## src/rtl/apm_port_pkg.sv

```systemverilog
package apm_port_pkg;
  localparam int unsigned LANES    = 2;
  localparam int unsigned LANE_W   = 8;
  localparam int unsigned CMD_PORT = 'hB2;  // lane 0; lane 1 is CMD_PORT+1
  localparam int unsigned CMD_LANE = 0;
endpackage

```

## src/rtl/apm_decode.sv

```systemverilog
module apm_decode #(
  parameter int unsigned ADDR_W = 16
) (
  input  logic [ADDR_W-1:0]                addr_i,
  input  logic [apm_port_pkg::LANES-1:0]   be_i,
  input  logic                             wr_i,
  input  logic                             rd_i,
  output logic                             hit_o,
  output logic [apm_port_pkg::LANES-1:0]   lane_wr_o,
  output logic [apm_port_pkg::LANES-1:0]   lane_rd_o
);
  import apm_port_pkg::*;
  localparam int unsigned WORD_W = ADDR_W - 1;
  localparam logic [WORD_W-1:0] WORD_ADDR = WORD_W'(CMD_PORT >> 1);

  logic [LANES-1:0] lane_en;

  assign hit_o = (addr_i[ADDR_W-1:1] == WORD_ADDR);
  // odd address reaches only the upper lane
  assign lane_en   = addr_i[0] ? (be_i & {{(LANES-1){1'b1}}, 1'b0}) : be_i;
  assign lane_wr_o = (hit_o && wr_i) ? lane_en : '0;
  assign lane_rd_o = (hit_o && rd_i) ? lane_en : '0;
endmodule

```

## src/rtl/apm_byte_reg.sv

```systemverilog
module apm_byte_reg #(
  parameter int unsigned W = 8
) (
  input  logic         clk_i,
  input  logic         rst_ni,
  input  logic         we_i,
  input  logic [W-1:0] d_i,
  output logic [W-1:0] q_o
);
  always_ff @(posedge clk_i or negedge rst_ni) begin
    if (!rst_ni)   q_o <= '0;
    else if (we_i) q_o <= d_i;
  end

  AST_REG_HOLD: assert property (@(posedge clk_i) disable iff (!rst_ni)
    !we_i |=> $stable(q_o));
endmodule

```

## src/rtl/apm_smi_pulse.sv

```systemverilog
module apm_smi_pulse (
  input  logic clk_i,
  input  logic rst_ni,
  input  logic fire_i,
  output logic smi_o
);
  always_ff @(posedge clk_i or negedge rst_ni) begin
    if (!rst_ni) smi_o <= 1'b0;
    else         smi_o <= fire_i;
  end

  AST_NO_FIRE_QUIET: assert property (@(posedge clk_i) disable iff (!rst_ni)
    !fire_i |=> !smi_o);
endmodule

```

## src/rtl/apm_port_pair.sv

```systemverilog
module apm_port_pair #(
  parameter int unsigned ADDR_W = 16
) (
  input  logic                  clk_i,
  input  logic                  rst_ni,
  input  logic [ADDR_W-1:0]     io_addr_i,
  input  logic [15:0]           io_wdata_i,
  input  logic [1:0]            io_be_i,
  input  logic                  io_wr_i,
  input  logic                  io_rd_i,
  output logic [15:0]           io_rdata_o,
  output logic                  smi_req_o
);
  import apm_port_pkg::*;
  localparam int unsigned DATA_W = LANES * LANE_W;

  logic             hit;
  logic [LANES-1:0] lane_wr;
  logic [LANES-1:0] lane_rd;
  logic [LANE_W-1:0] lane_q [LANES];

  apm_decode #(.ADDR_W(ADDR_W)) u_dec (
    .addr_i    (io_addr_i),
    .be_i      (io_be_i),
    .wr_i      (io_wr_i),
    .rd_i      (io_rd_i),
    .hit_o     (hit),
    .lane_wr_o (lane_wr),
    .lane_rd_o (lane_rd)
  );

  for (genvar i = 0; i < LANES; i++) begin : g_lane
    apm_byte_reg #(.W(LANE_W)) u_reg (
      .clk_i  (clk_i),
      .rst_ni (rst_ni),
      .we_i   (lane_wr[i]),
      .d_i    (io_wdata_i[i*LANE_W +: LANE_W]),
      .q_o    (lane_q[i])
    );
    assign io_rdata_o[i*LANE_W +: LANE_W] = lane_rd[i] ? lane_q[i] : '0;
  end

  apm_smi_pulse u_smi (
    .clk_i  (clk_i),
    .rst_ni (rst_ni),
    .fire_i (lane_wr[CMD_LANE]),
    .smi_o  (smi_req_o)
  );

  AST_SMI_ON_CMD_WR: assert property (@(posedge clk_i) disable iff (!rst_ni)
    (io_wr_i && hit && !io_addr_i[0] && io_be_i[0]) |=> smi_req_o);
  AST_SMI_SEES_CMD: assert property (@(posedge clk_i) disable iff (!rst_ni)
    (io_wr_i && hit && !io_addr_i[0] && io_be_i[0])
      |=> (lane_q[CMD_LANE] == $past(io_wdata_i[7:0])));
  AST_PARAM_ONLY_QUIET: assert property (@(posedge clk_i) disable iff (!rst_ni)
    (io_wr_i && hit && (io_addr_i[0] || io_be_i == 2'b10)) |=> !smi_req_o);
  AST_WIDE_SPLIT: assert property (@(posedge clk_i) disable iff (!rst_ni)
    (io_wr_i && hit && !io_addr_i[0] && io_be_i == 2'b11)
      |=> (lane_q[1] == $past(io_wdata_i[15:8])));
  AST_MISS_QUIET: assert property (@(posedge clk_i) disable iff (!rst_ni)
    !hit |=> !smi_req_o);
  AST_MISS_RDATA_ZERO: assert property (@(posedge clk_i) disable iff (!rst_ni)
    (!hit || !io_rd_i) |-> io_rdata_o == DATA_W'(0));
endmodule

```

## config.mk

```make
export PLATFORM = sky130hd
export DESIGN_NAME = apm_port_pair
export DESIGN_NICKNAME = d
export VERILOG_FILES = /design/src/rtl/apm_port_pkg.sv /design/src/rtl/apm_decode.sv /design/src/rtl/apm_byte_reg.sv /design/src/rtl/apm_smi_pulse.sv /design/src/rtl/apm_port_pair.sv
export SDC_FILE = /design/constraint.sdc
export NUM_CORES = 1
export LEC_CHECK = 0
export ABC_CLOCK_PERIOD_IN_PS = 1600
export BUFFER_PORTS_ARGS = -buffer_cell sky130_fd_sc_hd__buf_2
export CAP_MARGIN = 40
export CORE_MARGIN = 5
export CORE_UTILIZATION = 43
export CTS_BUF_LIST = sky130_fd_sc_hd__clkbuf_4
export DETAILED_ROUTE_END_ITERATION = 12
export PLACE_DENSITY = 0.77
export SYNTH_ARGS = -nofsm -noshare
export SYNTH_HDL_FRONTEND = slang
export SYNTH_SLANG_ARGS = --single-unit
```

## constraint.sdc

```tcl
create_clock -name clk_i -period 1.6 [get_ports clk_i]
set_input_delay 0.16 -clock clk_i [delete_from_list [all_inputs] [get_ports clk_i]]
set_output_delay 0.16 -clock clk_i [all_outputs]
set_load 0.01 [all_outputs]
```

After elaboration in Yosys (flattened, before gate mapping)
Cells that the tools add are included.
W data, S select, Z words.

storage, ports and cells
  register bits after elaboration = 17
  bits in latches = 0
  RAM bits = 0
  bits in read-only memories = 0
  input bits = 38
  output and inout bits = 17
  word-level logic and storage cells = 11
  memories = 0

operators by class
  $add $sub $neg = 0
  multipliers = 0
  divide/modulo/power cells = 0
  order comparisons = 0
  equality and inequality tests = 1
  shifts and indexed selects = 0
  mux-type cells = 5
  bitwise gates (word level) = 0
  reductions and logical operators = 2

operator list
  kind                   number
  $mux W8                2
  $eq A15 B7 Y1 const B  1
  $mux W2                2
  $logic_and A1 B1 Y1    2
  $mux W1                1

Longest topological paths before layout
Gate-level depths: netlist of the first run.

  word-level depth = 4
  gate-level depth with buffers = 4
  mapped depth without buffers = 4

Hierarchy
Synthesis of the first run repeated with hierarchy kept, for this count alone.

unflattened totals
  cell total of the unflattened synthesis = 61
  area, all modules = 878.3 µm²

modules (own cells, without submodules)
  module         instances  cells each  area each (µm²)  sequential area each (µm²)
  apm_byte_reg   2          17          331.6            200.2
  apm_port_pair  1          16          100.1            0.0
  apm_decode     1          10          90.1             0.0
  apm_smi_pulse  1          1           25.0             25.0

Worst setup path after synthesis of the first run
Ideal clock, no wire load.

  path kind = input to output
  from = input port io_addr_i[13]
  to = output port io_rdata_o[0]
  data arrival time = 1.275 ns
  required time = 1.440 ns
  setup slack = 0.165 ns
  stages on the path = 4
  path buffers = 0
  cells stage by stage = nor4b_2 nand4_2 nor4b_4 and2_1

on the way
  cells in the longest elaborated chain, start to end = 4

RTL lines
  what                 RTL line             text
  start: declaration   apm_port_pair.sv:6   input logic [ADDR_W-1:0] io_addr_i,
  $eq A15 B7 Y1        apm_decode.sv:18     assign hit_o = (addr_i[ADDR_W-1:1] == WORD_ADDR);
  $logic_and A1 B1 Y1  apm_decode.sv:22     assign lane_rd_o = (hit_o && rd_i) ? lane_en : '0;
  $mux W2              apm_decode.sv:22
  $mux W8              apm_port_pair.sv:40  assign io_rdata_o[i*LANE_W +: LANE_W] = lane_rd[i] ? lane_q[i] : '0;
  end: declaration     apm_port_pair.sv:11  output logic [15:0] io_rdata_o,

Every way passes these cells.

Worst setup path in the final report of the first run
  from = input port io_addr_i[12]
  to = output port io_rdata_o[11]

Same word-level chain as after synthesis.

==> flow_metrics.py, run 1 <==
metrics = {
    "run_status": {
        "status": "finished clean",
    },
    "hold_path": {
        "hold_class": "input port to flop",
        "hold-path-endpoint": "g_lane[1].u_reg.q_o[2]",
        "min-delay-start": "io_wdata_i[10]",
        "whs_path_depth": 2,
    },
    "setup_path": {
        "critPathKind": "input port to primary output",
        "arrival_ns": 1.44,
        "worstPathRequired_ns": 1.44,
        "worstReg2RegStart": "g_lane[1].u_reg.q_o[6]",
        "slowest_delay_ns": 0.31,
        "cp-startpoint": "io_addr_i[12]",
        "cp_slowest_cell": "nor4b_4",
        "cp_max_fo": 8,
        "crit_path_cell_trace": "buf_8 > nor4b_4 > nand4_2 > buf_6 > nor3_2 > buf_4 > and2_1 > buf_2",
        "rr_worst_depth": 1,
        "worst_setup_path_start_kind": "input port",
        "ff2ff_setup_slack_ns": 0.81,
        "setup.worst_path.end_class": "primary output",
        "r2r_end": "g_lane[1].u_reg.q_o[6]",
    },
    "sta": {
        "tns_ns": 0,
        "slew-limit-headroom_pct": 75.31,
        "tightest_slew_ns": 0.3704,
        "finalSetupViolCount": 0,
        "skew_ns": 0,
        "layout_worst_path_cycle_share_pct": 99.84,
        "fmax_mhz": 626.0,
        "hold_violations": 0,
        "maxSlewViolCount": 0,
        "rsz0062_at_grt": "yes",
        "fin_ws_ns": 0.002580,
        "hold_ws_ns": 0.08794,
        "finalCriticalPeriod_ns": 1.597,
    },
    "clocking": {
        "cts-root-buf": "clkbuf_4",
        "tritoncts": "yes",
        "max-clock-path-buffers": 2,
        "htreeDepth": 1,
        "clkTransAtPathRegs_ns": 0.09,
        "numCtsBuffers": 3,
        "insertion_delay_ns": 0.28,
        "clock-sinks": 17,
    },
    "final_layout": {
        "drive_gt1_share_pct": 66.41,
        "areaGrowthSynthToFinish_pct": 55.17,
        "instances_no_fill": 158,
        "final_nets": 170,
        "final_cell_area_mm2": 0.001351,
        "multi_input_area_um2": 465.4,
        "fillers": 141,
        "seq_area_um2": 425.4,
        "fin_util_pct": 69.59,
        "antenna_cells": 0,
    },
    "placed_design": {
        "place_ws_ns": -0.1551,
        "port_buffers": 54,
        "dp.final_hpwl_um": 1688,
        "dp_cells": 150,
        "place.gp.congestion": 0.6394,
        "place_area_mm2": 0.001212,
    },
    "global_route": {
        "antenna_found_initial": 0,
        "grt_pass1_wl_um": 3236,
        "grt.total_usage_pct": 15.21,
        "grt_max_degree": 18,
        "grt_pass1_vias": 781,
        "grt_overflow": 0,
    },
    "die": {
        "start_util_pct": 44.85,
        "die_y_um": 55,
        "num_rows": 16,
        "coreArea_mm2": 0.001942,
        "dieArea_mm2": 0.003025,
        "io_pins": 55,
        "die-width_um": 55,
    },
    "routing": {
        "vias": 726,
        "drt_iter0_markers": 0,
        "wirelength_um": 2109,
        "routed_via_density": 4.595,
        "ant_nets": 0,
        "drc": 0,
        "wl_per_cell_um": 13.35,
        "first_pass_iters": 1,
    },
    "synthesis": {
        "synth_area_per_cell_um2": 13.61,
        "yosys.area_share.simple_pct": 29.60,
        "synthDistinctLibCells": 14,
        "ys_top_cells_by_area": "dfrtp_1, and2_1, mux2_1",
        "synth_compound_area_share_pct": 0,
        "netlist_instances": 64,
        "synth_top_family_by_area": "simple AND/OR/NAND/NOR gates",
        "synth_mux_area_share_pct": 20.69,
        "yosysSeqAreaShare_pct": 48.85,
        "synth_xor_area_share_pct": 0,
        "ys_warn_count": 0,
        "synthAdderAreaFrac_pct": 0,
        "synth_area_um2": 870.8,
        "yosysTopAreaCellShare_pct": 48.85,
        "yosysTopAreaCell": "dfrtp_1",
        "synth.ff_latch_count": 17,
        "syn-num-nets": 102,
    },
    "pwr": {
        "p_leak_nw": 0.7713,
        "p_total_uw": 737.7,
        "p_per_area_mw_per_mm2": 545.9,
        "ir_worst_vdd_mv": 0.5751,
    },
    "flow_run": {
        "maxCapViolCount": 0,
    },
}
[worst max path at each step]
| stage | end |
|---|---|
| finish | io_rdata_o[11] |
| CTS | io_rdata_o[11] |
| floorplan | io_rdata_o[0] |
| global placement | io_rdata_o[4] |
| global route | io_rdata_o[6] |
| detailed placement | io_rdata_o[5] |
[synth_stat cells]
cell,n
inv_1,2
mux2_1,8
mux2_2,8
nor3b_1,1
nand4_2,2
dfrtp_1,17
nor3_2,1
nor4b_2,2
and2_1,16
nor2_1,1
nor2_4,2
nor4b_4,2
nand3b_1,1
nand2_1,1
[flip-flops by register name, summed over array words and instances (netlist names)]
register / flops
u_smi.smi_o: 1
g_lane.u_reg.q_o: 16
[logic make-up after synthesis]
kind of cell,Yosys count
buffers and inverters,2
DFF,17
muxes,16
and+or+nand+nor,29
[report_power, final]
part / switching, mW / total [mW] / leakage (nW) / internal [mW]
registers: 0.0000467 / 0.429 / 0.238 / 0.429
clock network: 0.126 / 0.219 / 0.0177 / 0.0927
logic: 0.0368 / 0.0895 / 0.516 / 0.0527
[cells in the final DEF, fill, tap and decap left out]
cell / count
nor2_1: 1
and2_4: 4
buf_4: 7
and2_1: 12
nor4b_4: 4
nand3b_1: 1
mux2_1: 8
buf_8: 1
buf_6: 7
nor2_4: 2
nor3_2: 1
dlygate4sd3_1: 1
inv_1: 2
nand4_2: 2
dfrtp_1: 17
clkbuf_4: 3
nand2_1: 1
clkinv_2: 1
mux2_2: 8
buf_2: 47
nor3b_1: 1
[layout make-up]
class / count / area share (%)
clock buffers: 3 / 1.667
clock inverters: 1 / 0.3704
inverters: 2 / 0.5556
multi-input cells: 45 / 34.44
flip-flops and latches: 17 / 31.48
well taps: 27 / 2.500
repair buffers: 63 / 28.98
[per-layer routing]
metal  up-vias  share of wire, %  global-route usage [%]
li1        358                 -                       -
met1       333                35                   16.39
met2        31                54                   28.94
met3         4               9.7                   2.681
met4         0               1.2                   6.073
met5         -                 0                       0
[critical path, delay by kind of cell]
family | cells | cell delay, ns
AND/OR/NAND/NOR | 4 | 0.72
buffers and inverters | 4 | 0.55
[what timing repair did]
item / 4_1_cts / 5_1_grt
gates resized for setup: 8 / 8
hold endpoints to repair: 17 / 0
setup buffers: 2 / 1
cloned: 0 / 0
hold buffers: 1 / 0
endpoints found under the setup margin: 16 / 16
pin swaps: 2 / 7
Power figures use the tool's default switching activity.
==> run 2: changes to the inputs <==
ABC_CLOCK_PERIOD_IN_PS = 2000   (was 1600)
CORE_UTILIZATION = 46   (was 43)
PLACE_DENSITY = 0.82   (was 0.77)
clock period = 2 ns   (was 1.6 ns; I/O delays follow)
==> run 2 against run 1 <==
Compared with the run above: die area down 5.3%; flip-flop and latch count stayed put; design area shrank 10%; non-clock buffer count shrank 8; largest power group unchanged; highest routed layer unchanged.
==> flow_metrics.py, run 2 (synthesis results as in run 1) <==
metrics = {
    "setup_path": {
        "worst_setup_path_start_kind": "input port",
        "worstPathRequired_ns": 1.80,
        "setup.worst_path.end_class": "primary output",
        "rr_worst_depth": 1,
        "critPathKind": "input port to primary output",
        "cp_max_fo": 8,
        "arrival_ns": 1.61,
    },
    "clocking": {
        "cts-root-buf": "clkbuf_4",
        "htreeDepth": 1,
        "max-clock-path-buffers": 2,
        "insertion_delay_ns": 0.28,
        "numCtsBuffers": 3,
        "clkTransAtPathRegs_ns": 0.09,
        "clock-sinks": 17,
        "tritoncts": "yes",
    },
    "die": {
        "io_pins": 55,
        "dieArea_mm2": 0.002863,
        "coreArea_mm2": 0.001764,
        "die_y_um": 53.51,
        "die-width_um": 53.51,
        "start_util_pct": 49.36,
        "num_rows": 15,
    },
    "final_layout": {
        "antenna_cells": 0,
        "layout_commonest_cell": "buf_2",
        "final_cell_area_mm2": 0.001210,
        "final_nets": 162,
        "largest_reg_flops": 16,
        "areaGrowthSynthToFinish_pct": 38.94,
        "fillers": 166,
        "reg.largest.list": "g_lane.u_reg.q_o x16, u_smi.smi_o x1",
        "top_register": "g_lane.u_reg.q_o",
        "final_cell_mix": "buf_2, dfrtp_1, and2_1",
        "fin_util_pct": 68.58,
        "drive_gt1_share_pct": 60.98,
    },
    "sta": {
        "finalSetupViolCount": 0,
        "hold_violations": 0,
        "rsz0062_at_grt": "no",
        "slew-limit-headroom_pct": 74.03,
        "finalCriticalPeriod_ns": 1.808,
        "skew_ns": 0,
        "fin_ws_ns": 0.1916,
        "tns_ns": 0,
        "layout_worst_path_cycle_share_pct": 90.42,
        "fmax_mhz": 553.0,
        "tightest_slew_ns": 0.3887,
        "maxSlewViolCount": 0,
    },
    "routing": {
        "first_pass_iters": 2,
        "vias": 709,
        "wl_per_cell_um": 13.31,
        "drc": 0,
        "ant_nets": 0,
        "routed_via_density": 4.791,
        "wirelength_um": 1970,
        "drt_iter0_markers": 2,
    },
    "global_route": {
        "antenna_found_initial": 0,
        "grt_overflow": 0,
        "grt.total_usage_pct": 15.45,
        "grt_pass1_vias": 768,
        "grt_pass1_wl_um": 3167,
        "grt_max_degree": 18,
    },
    "placed_design": {
        "port_buffers": 54,
        "place_area_mm2": 0.001172,
        "dp.final_hpwl_um": 1711,
        "place_ws_ns": 0.1283,
        "place.gp.congestion": 0.7216,
    },
    "pwr": {
        "p_per_area_mw_per_mm2": 475.0,
        "ir_worst_vdd_mv": 0.3925,
        "p_total_uw": 574.7,
        "clockPowerShare_pct": 30.1,
        "switching_share_pct": 21.65,
        "pwr-share-seq_pct": 59.8,
        "p_comb_share_pct": 10.1,
        "p_leak_nw": 0.7010,
        "p_sw_uw": 124.4,
        "internal-power_uw": 450.3,
    },
    "hold_path": {
        "whs_path_depth": 2,
        "hold_class": "input port to flop",
    },
    "flow_run": {
        "maxCapViolCount": 0,
    },
    "run_status": {
        "status": "finished clean",
    },
}
-- run 2: changes by cell type in the layout (fill, tap and decap cells not counted) --
cell | before | now
and2_4 | 4 | 0
buf_2 | 47 | 54
nor4b_4 | 4 | 2
buf_8 | 1 | 0
buf_6 | 7 | 0
and2_1 | 12 | 16
nor4b_2 | 0 | 2
buf_4 | 7 | 0
-- run 2: worst paths after layout --
| path | from | endpoint | slack (ns) |
|---|---|---|---|
| worst max-delay path | io_addr_i[13] | io_rdata_o[2] | 0.19 |
| worst min-delay path | io_wdata_i[14] | g_lane[1].u_reg.q_o[6] | 0.14 |
| worst max register to register | g_lane[1].u_reg.q_o[7] | g_lane[1].u_reg.q_o[7] | 1.19 |
| worst min register to register | g_lane[1].u_reg.q_o[2] | g_lane[1].u_reg.q_o[2] | 0.48 |
| max in group asynchronous | rst_ni | g_lane[1].u_reg.q_o[2] | 1.36 |
| min in group asynchronous | rst_ni | u_smi.smi_o | 0.38 |
-- run 2: critical path: stages --
cell     delay (ns)
buf_2          0.10
nor4b_2        0.36
nand4_2        0.22
nor4b_4        0.40
and2_1         0.19
buf_2          0.13
-- run 2: what timing repair did --
action / 4_1_cts / 5_1_grt
buffers inserted: 0 / 0
endpoints found under the setup margin: 0 / 1
hold endpoints to repair: 17 / 0
hold buffers: 1 / 0
gates resized for setup: 0 / 0
-- run 2: stage by stage --
stage	hold slack, ns	std cells
2_1_floorplan	-0.09559	64
3_3_place_gp	0.1326	143
3_5_place_dp	0.1337	143
4_1_cts	0.1306	148
5_1_grt	0.1317	148
6_report	0.1356	148
-- run 2: per-layer routing --
layer  vias to the layer above  global-route usage (%)  part of all wire (%)
li1                        347                       -                     -
met1                       332                   14.79                    34
met2                        28                   31.43                    56
met3                         2                   1.690                   8.7
met4                         0                   7.660                   1.4
met5                         -                       0                     0
-- run 2: power by group through the flow --
stage	combinational [mW]	clock [mW]	sequential, mW
after global placement	0.0558	0	0.350
after detailed placement	0.0577	0	0.350
after CTS	0.0593	0.180	0.344
final	0.0583	0.173	0.344
after global routing	0.0652	0.197	0.344
after floorplan	0.0111	0	0.350
-- run 2: layout make-up --
type	instances	area (um^2)	area share (%)
multi-input combinational	45	437.9	36.19
sequential	17	425.4	35.16
timing repair buffer	55	280.3	23.16
tap	25	31.28	2.585
clock buffer	3	22.52	1.861
inverter	2	7.507	0.6205
clock inverter	1	5.005	0.4137
==> run 3: changes to the inputs <==
CORE_UTILIZATION = 47   (was 46)
PLACE_DENSITY = 0.83   (was 0.82)
SYNTH_HIERARCHICAL = 1   (was not set)
==> run 3 against run 2 <==
Compared with the run above: largest cell class unchanged; sequential power about the same; global-route usage up 0.15 points; flip-flop and latch count unchanged; register-to-register slack better by 0.03 ns; critical path depth unchanged; first-iteration DRC count up 100%; hold slack better by 0.014 ns; synthesized cell count down 4.7%; design area up 0.21%; via count down 4.4%; highest routed layer unchanged; clock-buffer cell count up 1; combinational power down 16%.
==> flow_metrics.py, run 3 <==
metrics = {
    "run_status": {
        "status": "finished clean",
    },
    "sta": {
        "slew-limit-headroom_pct": 76.33,
        "hold_violations": 0,
        "fin_ws_ns": 0.3516,
        "fmax_mhz": 606.6,
        "finalCriticalPeriod_ns": 1.648,
        "rsz0062_at_grt": "no",
        "finalSetupViolCount": 0,
        "maxSlewViolCount": 0,
        "skew_ns": 0,
        "layout_worst_path_cycle_share_pct": 82.42,
        "tns_ns": 0,
        "tightest_slew_ns": 0.3551,
    },
    "setup_path": {
        "cp_max_fo": 8,
        "cp_slowest_cell": "nor4b_2",
        "critPathKind": "input port to primary output",
        "cp_top_family": "simple AND/OR/NAND/NOR gates",
        "worst_setup_path_start_kind": "input port",
        "slowest_delay_ns": 0.30,
        "worstPathRequired_ns": 1.80,
        "rr_worst_depth": 1,
        "ff2ff_setup_slack_ns": 1.22,
        "setup.worst_path.end_class": "primary output",
        "path_buf_inv": 2,
        "worst-path-stages": 6,
        "arrival_ns": 1.45,
        "crit_path_frequent_cell": "buf_2",
        "crit_path_cell_trace": "buf_2 > nor4b_2 > and4_4 > and3_1 > and2_1 > buf_2",
    },
    "synthesis": {
        "synthDistinctLibCells": 11,
        "synth_area_per_cell_um2": 14.40,
        "yosysTopAreaCellShare_pct": 48.43,
        "yosysTopAreaCell": "dfrtp_1",
        "syn-num-nets": 99,
        "synth.ff_latch_count": 17,
        "ys_warn_count": 6,
        "synth_edf_count": 0,
        "ys_top_cells_by_area": "dfrtp_1, mux2_4, and2_1",
        "synth_common_cells": "dfrtp_1, and2_1, mux2_4",
        "synth_area_um2": 878.3,
        "synthFlopType": "dfrtp_1",
        "yosysMostFrequentCell": "dfrtp_1",
        "ys_async_sr_fraction_pct": 100.0,
        "netlist_instances": 61,
        "yosysSeqAreaShare_pct": 48.43,
    },
    "clocking": {
        "clock-sinks": 17,
        "numCtsBuffers": 3,
        "tritoncts": "yes",
        "insertion_delay_ns": 0.27,
        "htreeDepth": 1,
        "clkTransAtPathRegs_ns": 0.09,
        "max-clock-path-buffers": 2,
        "cts-root-buf": "clkbuf_4",
        "postCtsSetupBuffers": 0,
        "cts.repair.resized": 0,
        "hold_buffers": 1,
    },
    "pwr": {
        "ir_worst_vdd_mv": 0.2249,
        "clockPowerShare_pct": 31.5,
        "p_comb_share_pct": 8.5,
        "switching_share_pct": 18.94,
        "p_per_area_mw_per_mm2": 472.6,
        "pwr-share-seq_pct": 59.9,
        "p_sw_uw": 108.5,
        "internal-power_uw": 464.5,
        "p_leak_nw": 0.6974,
    },
    "die": {
        "dieArea_mm2": 0.002833,
        "start_util_pct": 50.32,
        "die-width_um": 53.23,
        "io_pins": 55,
        "die_y_um": 53.23,
        "num_rows": 15,
        "coreArea_mm2": 0.001745,
    },
    "final_layout": {
        "areaGrowthSynthToFinish_pct": 38.03,
        "fillers": 134,
        "final_cell_area_mm2": 0.001212,
        "final_nets": 159,
        "layout_commonest_cell": "buf_2",
        "reg.largest.list": "g_lane.u_reg/q_o x16, u_smi/smi_o x1",
        "final_cell_mix": "buf_2, dfrtp_1, and2_1, mux2_4",
        "antenna_cells": 0,
        "largest_reg_flops": 16,
        "drive_gt1_share_pct": 66.67,
        "top_register": "g_lane.u_reg/q_o",
        "fin_util_pct": 69.46,
    },
    "routing": {
        "wl_per_cell_um": 13.28,
        "drc": 0,
        "first_pass_iters": 2,
        "routed_via_density": 4.676,
        "wirelength_um": 1925,
        "drt_iter0_markers": 4,
        "vias": 678,
        "ant_nets": 0,
    },
    "hold_path": {
        "whs_path_depth": 2,
        "hold_class": "input port to flop",
    },
    "placed_design": {
        "port_buffers": 54,
        "dp.final_hpwl_um": 1596,
        "place.gp.congestion": 0.6549,
        "place_area_mm2": 0.001172,
        "place_ws_ns": 0.2906,
    },
    "global_route": {
        "grt_overflow": 0,
        "grt_pass1_vias": 744,
        "antenna_found_initial": 0,
        "grt.total_usage_pct": 15.60,
        "grt_max_degree": 18,
        "grt_pass1_wl_um": 3167,
    },
    "flow_run": {
        "maxCapViolCount": 0,
    },
}
## run 3: final cells by class
cell class	instances	area [um^2]	area share, %
tap	25	31.28	2.580
sequential	17	425.4	35.09
timing repair buffer	57	295.3	24.36
multi-input combinational	42	430.4	35.50
clock buffer	4	30.03	2.477
## run 3: power groups by stage
stage	combinational, mW	sequential, mW	clock (mW)
floorplan	0.00503	0.350	0
global placement	0.0467	0.350	0
detailed placement	0.0482	0.350	0
CTS	0.0497	0.344	0.188
global route	0.0551	0.344	0.208
finish	0.0489	0.343	0.181
## run 3: cells by family (layout without fill, tap and decap cells)
kind of cell / count (synthesis) / count (layout) / share of synthesized area [%]
mux: 16 / 16 / 27.35
flops: 17 / 17 / 48.43
buf+inv: 2 / 61 / 2.564
simple gates: 26 / 26 / 21.65
## run 3: layer usage
metal	wire length, um	vias to the layer above	GRT usage (%)	share of wire, %
li1	-	328	-	-
met5	0	-	0	0
met4	19	0	6.383	0.99
met2	1013	31	28.98	53
met1	732	317	17.02	38
met3	160	2	2.817	8.3
## run 3: per-stage QoR
stage | total power, mW | hold WS (ns) | cells
finish | 0.5730 | 0.1493 | 145
global route | 0.6063 | 0.1379 | 145
CTS | 0.5811 | 0.1449 | 145
detailed placement | 0.3985 | 0.1313 | 140
global placement | 0.3970 | 0.1249 | 140
floorplan | 0.3555 | -0.09559 | 61
## run 3: final timing paths
kind / to / from
max in group asynchronous: g_lane[1].u_reg/q_o[7] / rst_ni
worst min-delay path: g_lane[1].u_reg/q_o[0] / io_wdata_i[8]
worst max-delay path: io_rdata_o[15] / io_addr_i[3]
worst min register to register: g_lane[0].u_reg/q_o[1] / g_lane[0].u_reg/q_o[1]
min in group asynchronous: u_smi/smi_o / rst_ni
worst max register to register: g_lane[1].u_reg/q_o[6] / g_lane[1].u_reg/q_o[6]
